$ cat src/rtl/simd_lane_alu.sv
module simd_lane_alu #(
  parameter int DW = 64
) (
  input  logic          clk,
  input  logic          rst_n,
  input  logic          in_valid,
  input  logic [3:0]    op,
  input  logic [1:0]    lane_sz,
  input  logic [DW-1:0] opa,
  input  logic [DW-1:0] opb,
  output logic          out_valid,
  output logic [DW-1:0] result
);
  localparam int NSZ = 3;

  logic [DW-1:0] by_size [NSZ];
  logic [DW-1:0] picked;

  for (genvar gi = 0; gi < NSZ; gi++) begin : g_sz
    localparam int W = 8 << gi;
    localparam int NL = DW / W;
    localparam logic [W-1:0] SMAX = {1'b0, {(W-1){1'b1}}};
    localparam logic [W-1:0] SMIN = {1'b1, {(W-1){1'b0}}};
    logic [DW-1:0] r;

    for (genvar li = 0; li < NL; li++) begin : g_lane
      logic [W-1:0] a, b, bb, wr, y;
      logic [W:0]   s, av;
      logic         sub, ov;

      always_comb begin
        a   = opa[li*W +: W];
        b   = opb[li*W +: W];
        sub = (op == 4'd3) || (op == 4'd4) || (op == 4'd5);
        bb  = sub ? ~b : b;
        s   = {1'b0, a} + {1'b0, bb} + {{W{1'b0}}, sub};
        wr  = s[W-1:0];
        ov  = (a[W-1] == bb[W-1]) && (wr[W-1] != a[W-1]);
        av  = {1'b0, a} + {1'b0, b};
        case (op)
          4'd0, 4'd3:        y = wr;
          4'd1, 4'd4:        y = ov ? (a[W-1] ? SMIN : SMAX) : wr;
          4'd2:              y = s[W] ? {W{1'b1}} : wr;
          4'd5:              y = s[W] ? wr : {W{1'b0}};
          4'd6:              y = av[W:1] | {{(W-1){1'b0}}, av[0]};
          4'd7:              y = {W{a == b}};
          4'd8:              y = {W{$signed(a) > $signed(b)}};
          4'd9, 4'd10, 4'd11: y = (a << op[1:0]) + b;
          default:           y = '0;
        endcase
      end

      assign r[li*W +: W] = y;
    end

    assign by_size[gi] = r;
  end

  assign picked = (lane_sz == 2'd0) ? by_size[0] :
                  (lane_sz == 2'd1) ? by_size[1] : by_size[2];

  always_ff @(posedge clk) begin
    if (!rst_n) begin
      out_valid <= 1'b0;
      result    <= '0;
    end else begin
      out_valid <= in_valid;
      if (in_valid) result <= picked;
    end
  end
endmodule

$ cat config.mk
export PLATFORM = sky130hd
export DESIGN_NAME = simd_lane_alu
export DESIGN_NICKNAME = d
export VERILOG_FILES = /design/src/rtl/simd_lane_alu.sv
export SDC_FILE = /design/constraint.sdc
export NUM_CORES = 2
export LEC_CHECK = 0
export BUFFER_PORTS_ARGS = -buffer_cell sky130_fd_sc_hd__buf_4
export CORE_UTILIZATION = 25
export DETAILED_ROUTE_END_ITERATION = 16
export SETUP_SLACK_MARGIN = 0.5
export SLEW_MARGIN = 10
export SYNTH_ARGS = -nofsm -noshare
export SYNTH_HDL_FRONTEND = slang
export SYNTH_SLANG_ARGS = --single-unit
$ cat constraint.sdc
create_clock -name clk -period 10.7 [get_ports clk]
set_input_delay 2.14 -clock clk [delete_from_list [all_inputs] [get_ports clk]]
set_output_delay 2.14 -clock clk [all_outputs]
set_load 0.005 [all_outputs]
### Word-level counts from Yosys, hierarchy flattened

Index checks and enable logic that the tools add are counted.

| cells by class | value |
|---|---|
| magnitude comparators | 14 |
| shift-type cells | 14 |
| muxes and demuxes | 86 |
| eq/ne operators | 54 |
| add/subtract/negate cells | 56 |
| bitwise gates (word level) | 28 |
| reductions and logical operators | 21 |

Operators with widths:

| operator | count |
|---|---|
| case mux 16 bit (8 select lines) | 4 |
| case mux 32 bit (8 select lines) | 2 |
| case mux 8 bit (8 select lines) | 8 |
| 2-to-1 mux 16 bit | 20 |
| 2-to-1 mux 32 bit | 10 |
| 2-to-1 mux 8 bit | 40 |
| adder 8 x 8 -> 9 bit | 16 |
| adder 16 x 16 -> 17 bit | 8 |
| adder 32 x 32 -> 33 bit | 4 |
| 2-to-1 mux 64 bit | 2 |
| adder 9 x 1 -> 9 bit | 8 |
| adder 17 x 1 -> 17 bit | 4 |
| adder 33 x 1 -> 33 bit | 2 |
| adder 16 bit | 4 |
| adder 32 bit | 2 |
| adder 8 bit | 8 |
| == test 16 bit | 4 |
| == test 32 bit | 2 |
| == test 8 bit | 8 |
| greater-than comparator 16 bit | 4 |
| greater-than comparator 32 bit | 2 |
| greater-than comparator 8 bit | 8 |
| inverter 16 bit | 4 |
| inverter 32 bit | 2 |
| 20 further kinds | 97 |

| word-level totals | value |
|---|---|
| output and inout bits | 65 |
| register bits | 65 |
| bits of input ports | 137 |

### Logic depth before layout (Yosys ltp)

| depth | value |
|---|---|
| depth after elaboration | 12 |
| depth in mapped cells | 21 |
| depth with buffers taken out | 16 |

### Worst setup path before layout

Ideal clock, no wire load.

| path | value |
|---|---|
| path type | input-to-reg |
| start point | in op[0] |
| end point | reg result[62] |
| slack | 4.136 ns |
| arrival | 6.443 ns |
| stages on the path | 18 |
| setup time | 0.122 ns |
| buffers on the path | 5 |
| data required time | 10.578 ns |
| cell sequence | buf_2 buf_1 clkbuf_1 buf_1 clkbuf_1 mux2i_1 mux2i_1 ha_1 and3_1 a221oi_1 o21a_1 o31ai_1 a211oi_2 o21ai_1 a21boi_0 xor2_1 nor2_1 o32a_1 |

| between the ends | value |
|---|---|
| word-level cells in the longest chain between the ends | 12 |

RTL lines:

| element | line | text |
|---|---|---|
| start, declared | 7 | `input logic [3:0] op,` |
| == test 4 x 2 -> 1 bit or == test 4 x 3 -> 1 bit (tied branches) | 34, 40 |  |
| logical OR 1 bit (2 in a row) | 34 | `sub = (op == 4'd3) \|\| (op == 4'd4) \|\| (op == 4'd5);` |
| 2-to-1 mux 32 bit or 2-to-1 mux 16 bit (tied branches) | 35 | `bb = sub ? ~b : b;` |
| adder 32 x 32 -> 33 bit or adder 16 x 16 -> 17 bit (tied branches) | 36 | `s = {1'b0, a} + {1'b0, bb} + {{W{1'b0}}, sub};` |
| adder 33 x 1 -> 33 bit or adder 17 x 1 -> 17 bit (tied branches) | 36 |  |
| != test 1 bit | 38 | `ov = (a[W-1] == bb[W-1]) && (wr[W-1] != a[W-1]);` |
| logical AND 1 bit | 38 |  |
| 2-to-1 mux 32 bit or 2-to-1 mux 16 bit (tied branches) | 42 | `4'd1, 4'd4: y = ov ? (a[W-1] ? SMIN : SMAX) : wr;` |
| case mux 32 bit (8 select lines) or case mux 16 bit (8 select lines) (tied branches) | 40 | `case (op)` |
| 2-to-1 mux 64 bit | 60 | `(lane_sz == 2'd1) ? by_size[1] : by_size[2];` |
| 2-to-1 mux 64 bit (*) | 59 | `assign picked = (lane_sz == 2'd0) ? by_size[0] :` |
| end signal, assigned | 68 | `if (in_valid) result <= picked;` |
| end, declared | 12 | `output logic [DW-1:0] result` |

Every way passes the cells marked *; elsewhere a longest branch is shown, timed or not.
A chain may end at the register's enable or synchronous reset.

### Worst setup path after layout

| path | value |
|---|---|
| start point | in op[1] |
| end point | reg result[21] |

Same word-level chain as after synthesis.

==> run_summary.xml <==
<?xml version="1.0" encoding="UTF-8"?>
<metrics>
  <group name="timing">
    <metric name="final_worst_path_period_share" unit="%">68.56</metric>
    <metric name="worst_slew_pin_tran" unit="ns">1.056</metric>
    <metric name="fin_skew" unit="ns">0</metric>
    <metric name="clock.fmax" unit="MHz">136.3</metric>
    <metric name="grt_setup_unrepaired" unit="">no</metric>
    <metric name="tns" unit="ns">0</metric>
    <metric name="final.min_clock_period" unit="ns">7.336</metric>
    <metric name="final_max_slew_viol_count" unit="">0</metric>
    <metric name="slew_headroom" unit="%">27.79</metric>
    <metric name="finalHoldViolCount" unit="">0</metric>
    <metric name="setup_viol" unit="">0</metric>
  </group>
  <group name="route">
    <metric name="vias" unit="">30250</metric>
    <metric name="detail_route.iter0.violations" unit="">3389</metric>
    <metric name="drc" unit="">0</metric>
    <metric name="drt-wirelength-per-cell" unit="um">25.67</metric>
    <metric name="routed_wl" unit="um">130800</metric>
    <metric name="detail_route.vias_per_cell" unit="">5.934</metric>
    <metric name="pre_repair_dr_iteration_count" unit="">6</metric>
    <metric name="drt.antenna.violating_nets" unit="">0</metric>
  </group>
  <group name="logic_synthesis">
    <metric name="syn-num-nets" unit="">4120</metric>
    <metric name="netlist_instances" unit="">3682</metric>
    <metric name="ys.warnings.count" unit="">0</metric>
    <metric name="synthMostInstantiatedCell" unit="">sky130_fd_sc_hd__a21oi_1</metric>
    <metric name="synth-edff-count" unit="">0</metric>
    <metric name="postSynth.asyncResetShare" unit="%">0</metric>
    <metric name="post_synth_main_area_contributors" unit="">sky130_fd_sc_hd__ha_1, sky130_fd_sc_hd__xnor2_1, sky130_fd_sc_hd__a21oi_1</metric>
    <metric name="post_synth_instance_area" unit="um2">25720</metric>
    <metric name="synthTopCellsByCount" unit="">sky130_fd_sc_hd__a21oi_1, sky130_fd_sc_hd__nand2_1, sky130_fd_sc_hd__xnor2_1, sky130_fd_sc_hd__ha_1</metric>
    <metric name="synthDistinctLibCells" unit="">105</metric>
    <metric name="synth_sequential_area_ratio" unit="%">5.059</metric>
    <metric name="postSynthAreaPerCell" unit="um2">6.986</metric>
    <metric name="synth_top_cell_area_share" unit="%">13.47</metric>
    <metric name="yosys_top_cell_by_area" unit="">sky130_fd_sc_hd__ha_1</metric>
    <metric name="yosys_most_used_dff" unit="">sky130_fd_sc_hd__dfxtp_1</metric>
    <metric name="postSynthRegisterBits" unit="">65</metric>
  </group>
  <group name="floorplanning">
    <metric name="initial_core_util" unit="%">25.25</metric>
    <metric name="area_of_the_placeable_core" unit="um2">101900</metric>
    <metric name="dieHeight" unit="um">322.8</metric>
    <metric name="dieArea" unit="um2">104200</metric>
    <metric name="fp-row-count" unit="">117</metric>
    <metric name="ioPinCount" unit="">202</metric>
    <metric name="dieWidth" unit="um">322.8</metric>
  </group>
  <group name="place">
    <metric name="postPlaceCellArea" unit="um2">28470</metric>
    <metric name="port_buffers" unit="">201</metric>
    <metric name="routabilityCongestion" unit="">1.034</metric>
    <metric name="hpwlAfterDp" unit="um">104500</metric>
  </group>
  <group name="clocking">
    <metric name="clk-insertion-delay-late" unit="ns">0.39</metric>
    <metric name="clk_slew_on_worst_s_h_paths" unit="ns">0.06</metric>
    <metric name="clock_sinks" unit="">65</metric>
    <metric name="cts-htree-levels" unit="">3</metric>
    <metric name="cts_resized" unit="">0</metric>
    <metric name="cts-root-buf" unit="">sky130_fd_sc_hd__clkbuf_16</metric>
    <metric name="tritoncts_clock_tree" unit="">done</metric>
    <metric name="hold_bufs_at_cts" unit="">0</metric>
    <metric name="cts_bufs_inserted" unit="">9</metric>
    <metric name="cts_setup_buffers" unit="">0</metric>
    <metric name="cts_max_path_buffers" unit="">2</metric>
  </group>
  <group name="cells_and_area">
    <metric name="drive_above_1_share" unit="%">9.898</metric>
    <metric name="syn2layout_area_growth" unit="%">11.86</metric>
    <metric name="final_instance_area" unit="um2">28770</metric>
    <metric name="fin_nets" unit="">4162</metric>
  </group>
  <group name="global_routing">
    <metric name="vias_in_the_first_global_route" unit="">28740</metric>
    <metric name="antenna_found_initial" unit="">7</metric>
    <metric name="grt_use_total" unit="%">24.27</metric>
    <metric name="gr_ovfl_total" unit="">0</metric>
    <metric name="grt_max_degree" unit="">54</metric>
    <metric name="grt_first_pass_wirelength" unit="um">190400</metric>
  </group>
  <group name="worst_setup_path">
    <metric name="worstSetupStartpointType" unit="">input port</metric>
    <metric name="r2r_start" unit="">result[63]</metric>
    <metric name="cp.arrival" unit="ns">7.58</metric>
    <metric name="worst_r2r_end" unit="">result[63]</metric>
    <metric name="worstSetupEndpointType" unit="">flop</metric>
    <metric name="reg2reg_depth" unit="">7</metric>
    <metric name="timing.critical_path.fanout_max" unit="">33</metric>
    <metric name="setup.worst_path.start" unit="">op[1]</metric>
    <metric name="critical_path_required" unit="ns">10.95</metric>
    <metric name="worst-setup-path-type" unit="">in2reg</metric>
    <metric name="critical_path.endpoint" unit="">result[21]</metric>
    <metric name="setup_slack_on_the_worst_flop_to_flop_path" unit="ns">8.73</metric>
  </group>
  <group name="job">
    <metric name="cap_violations" unit="">0</metric>
  </group>
  <group name="pwr">
    <metric name="power_density" unit="nW/um2">98.58</metric>
    <metric name="irDropWorstVdd" unit="mV">0.05583</metric>
    <metric name="leakage" unit="nW">11.72</metric>
  </group>
  <group name="hold_path">
    <metric name="hp-class" unit="">reg2reg</metric>
  </group>
  <group name="status">
    <metric name="run_status" unit="">complete, no violations</metric>
  </group>
</metrics>
how the worst min path moves through the flow:
| stage | start | endpoint | depth (start not counted) |
|---|---|---|---|
| after floorplan | result[3] | result[3] | 2 |
| after global placement | result[35] | result[35] | 1 |
| after detailed placement | result[37] | result[37] | 1 |
| after CTS | result[25] | result[25] | 2 |
| after global routing | result[25] | result[25] | 2 |
| final | result[25] | result[25] | 2 |
through the flow:
step	hold slack [ns]	setup WS, ns	util [%]	total power, mW	cells
after floorplan	0.4426	4.136	-	1.729	3682
after global placement	0.4672	3.136	27.95	2.435	5081
after detailed placement	0.4814	3.143	27.95	2.432	5081
after CTS	0.4947	3.529	28.24	2.782	5096
after global routing	0.5069	3.016	28.24	2.997	5096
final	0.5056	3.364	28.24	2.837	5097
final cells by class:
class                      count  area (um2)
fill                       11430       73110
multi-input combinational   3196       22850
timing repair buffer         243        1828
tap                         1368        1712
sequential                    65        1301
inverter                     209       784.5
clock buffer                  12       256.5
clock inverter                 3       40.04
antenna                        1       2.502
worst max-delay path, cell delays in order:
cell	delay, ns
sky130_fd_sc_hd__buf_4	0.40
sky130_fd_sc_hd__nand3b_1	0.20
sky130_fd_sc_hd__a21oi_4	0.57
sky130_fd_sc_hd__buf_4	0.42
sky130_fd_sc_hd__xnor2_1	0.10
sky130_fd_sc_hd__ha_1	0.45
sky130_fd_sc_hd__a21oi_1	0.39
sky130_fd_sc_hd__o21ai_0	0.22
sky130_fd_sc_hd__a21oi_1	0.46
sky130_fd_sc_hd__o21ai_0	0.22
sky130_fd_sc_hd__a21oi_1	0.28
sky130_fd_sc_hd__or2_1	0.25
sky130_fd_sc_hd__nand4_1	0.70
sky130_fd_sc_hd__a2111oi_0	0.55
sky130_fd_sc_hd__a2111oi_0	0.17
per-layer routing:
| layer | vias to the layer above | routed length, um | global-route usage, % |
|---|---|---|---|
| met2 | 1604 | 57810 | 38.65 |
| met3 | 415 | 10870 | 4.565 |
| met1 | 14440 | 54270 | 31.07 |
| met5 | - | 41 | 0 |
| li1 | 13780 | - | - |
| met4 | 6 | 7848 | 12.26 |
cells in the final DEF (no fill, tap or decap), types with 43 or more instances in the layout:
master / count
sky130_fd_sc_hd__o211ai_1: 43
sky130_fd_sc_hd__a221oi_1: 45
sky130_fd_sc_hd__ha_1: 277
sky130_fd_sc_hd__nor2_1: 246
sky130_fd_sc_hd__xor2_1: 95
sky130_fd_sc_hd__a21oi_1: 424
sky130_fd_sc_hd__o21bai_1: 73
sky130_fd_sc_hd__nand3_1: 68
sky130_fd_sc_hd__a21o_1: 101
sky130_fd_sc_hd__mux2i_1: 45
sky130_fd_sc_hd__buf_4: 242
sky130_fd_sc_hd__nand2_1: 286
sky130_fd_sc_hd__xnor2_1: 281
sky130_fd_sc_hd__dfxtp_1: 65
sky130_fd_sc_hd__nor2b_1: 60
sky130_fd_sc_hd__nand2b_1: 43
sky130_fd_sc_hd__a211oi_1: 55
sky130_fd_sc_hd__a31oi_1: 79
sky130_fd_sc_hd__inv_1: 206
sky130_fd_sc_hd__nor3_1: 63
sky130_fd_sc_hd__o21ai_0: 250
where the power goes:
part	internal (mW)	switching [mW]
registers	0.265	0.0354
logic	0.793	1.40
clock network	0.191	0.151
logic make-up after synthesis:
group	after synthesis	synth area share, %
fa+ha+maj	301	15.34
simple gates	967	18.00
compound gates	1476	37.97
buf+inv	421	6.391
mux	75	4.378
xor+xnor	377	12.87
flops	65	5.059
registers in the layout, summed over array words and instances (netlist names):
name       flops
result        64
out_valid      1
Power figures use the tool's default switching activity.
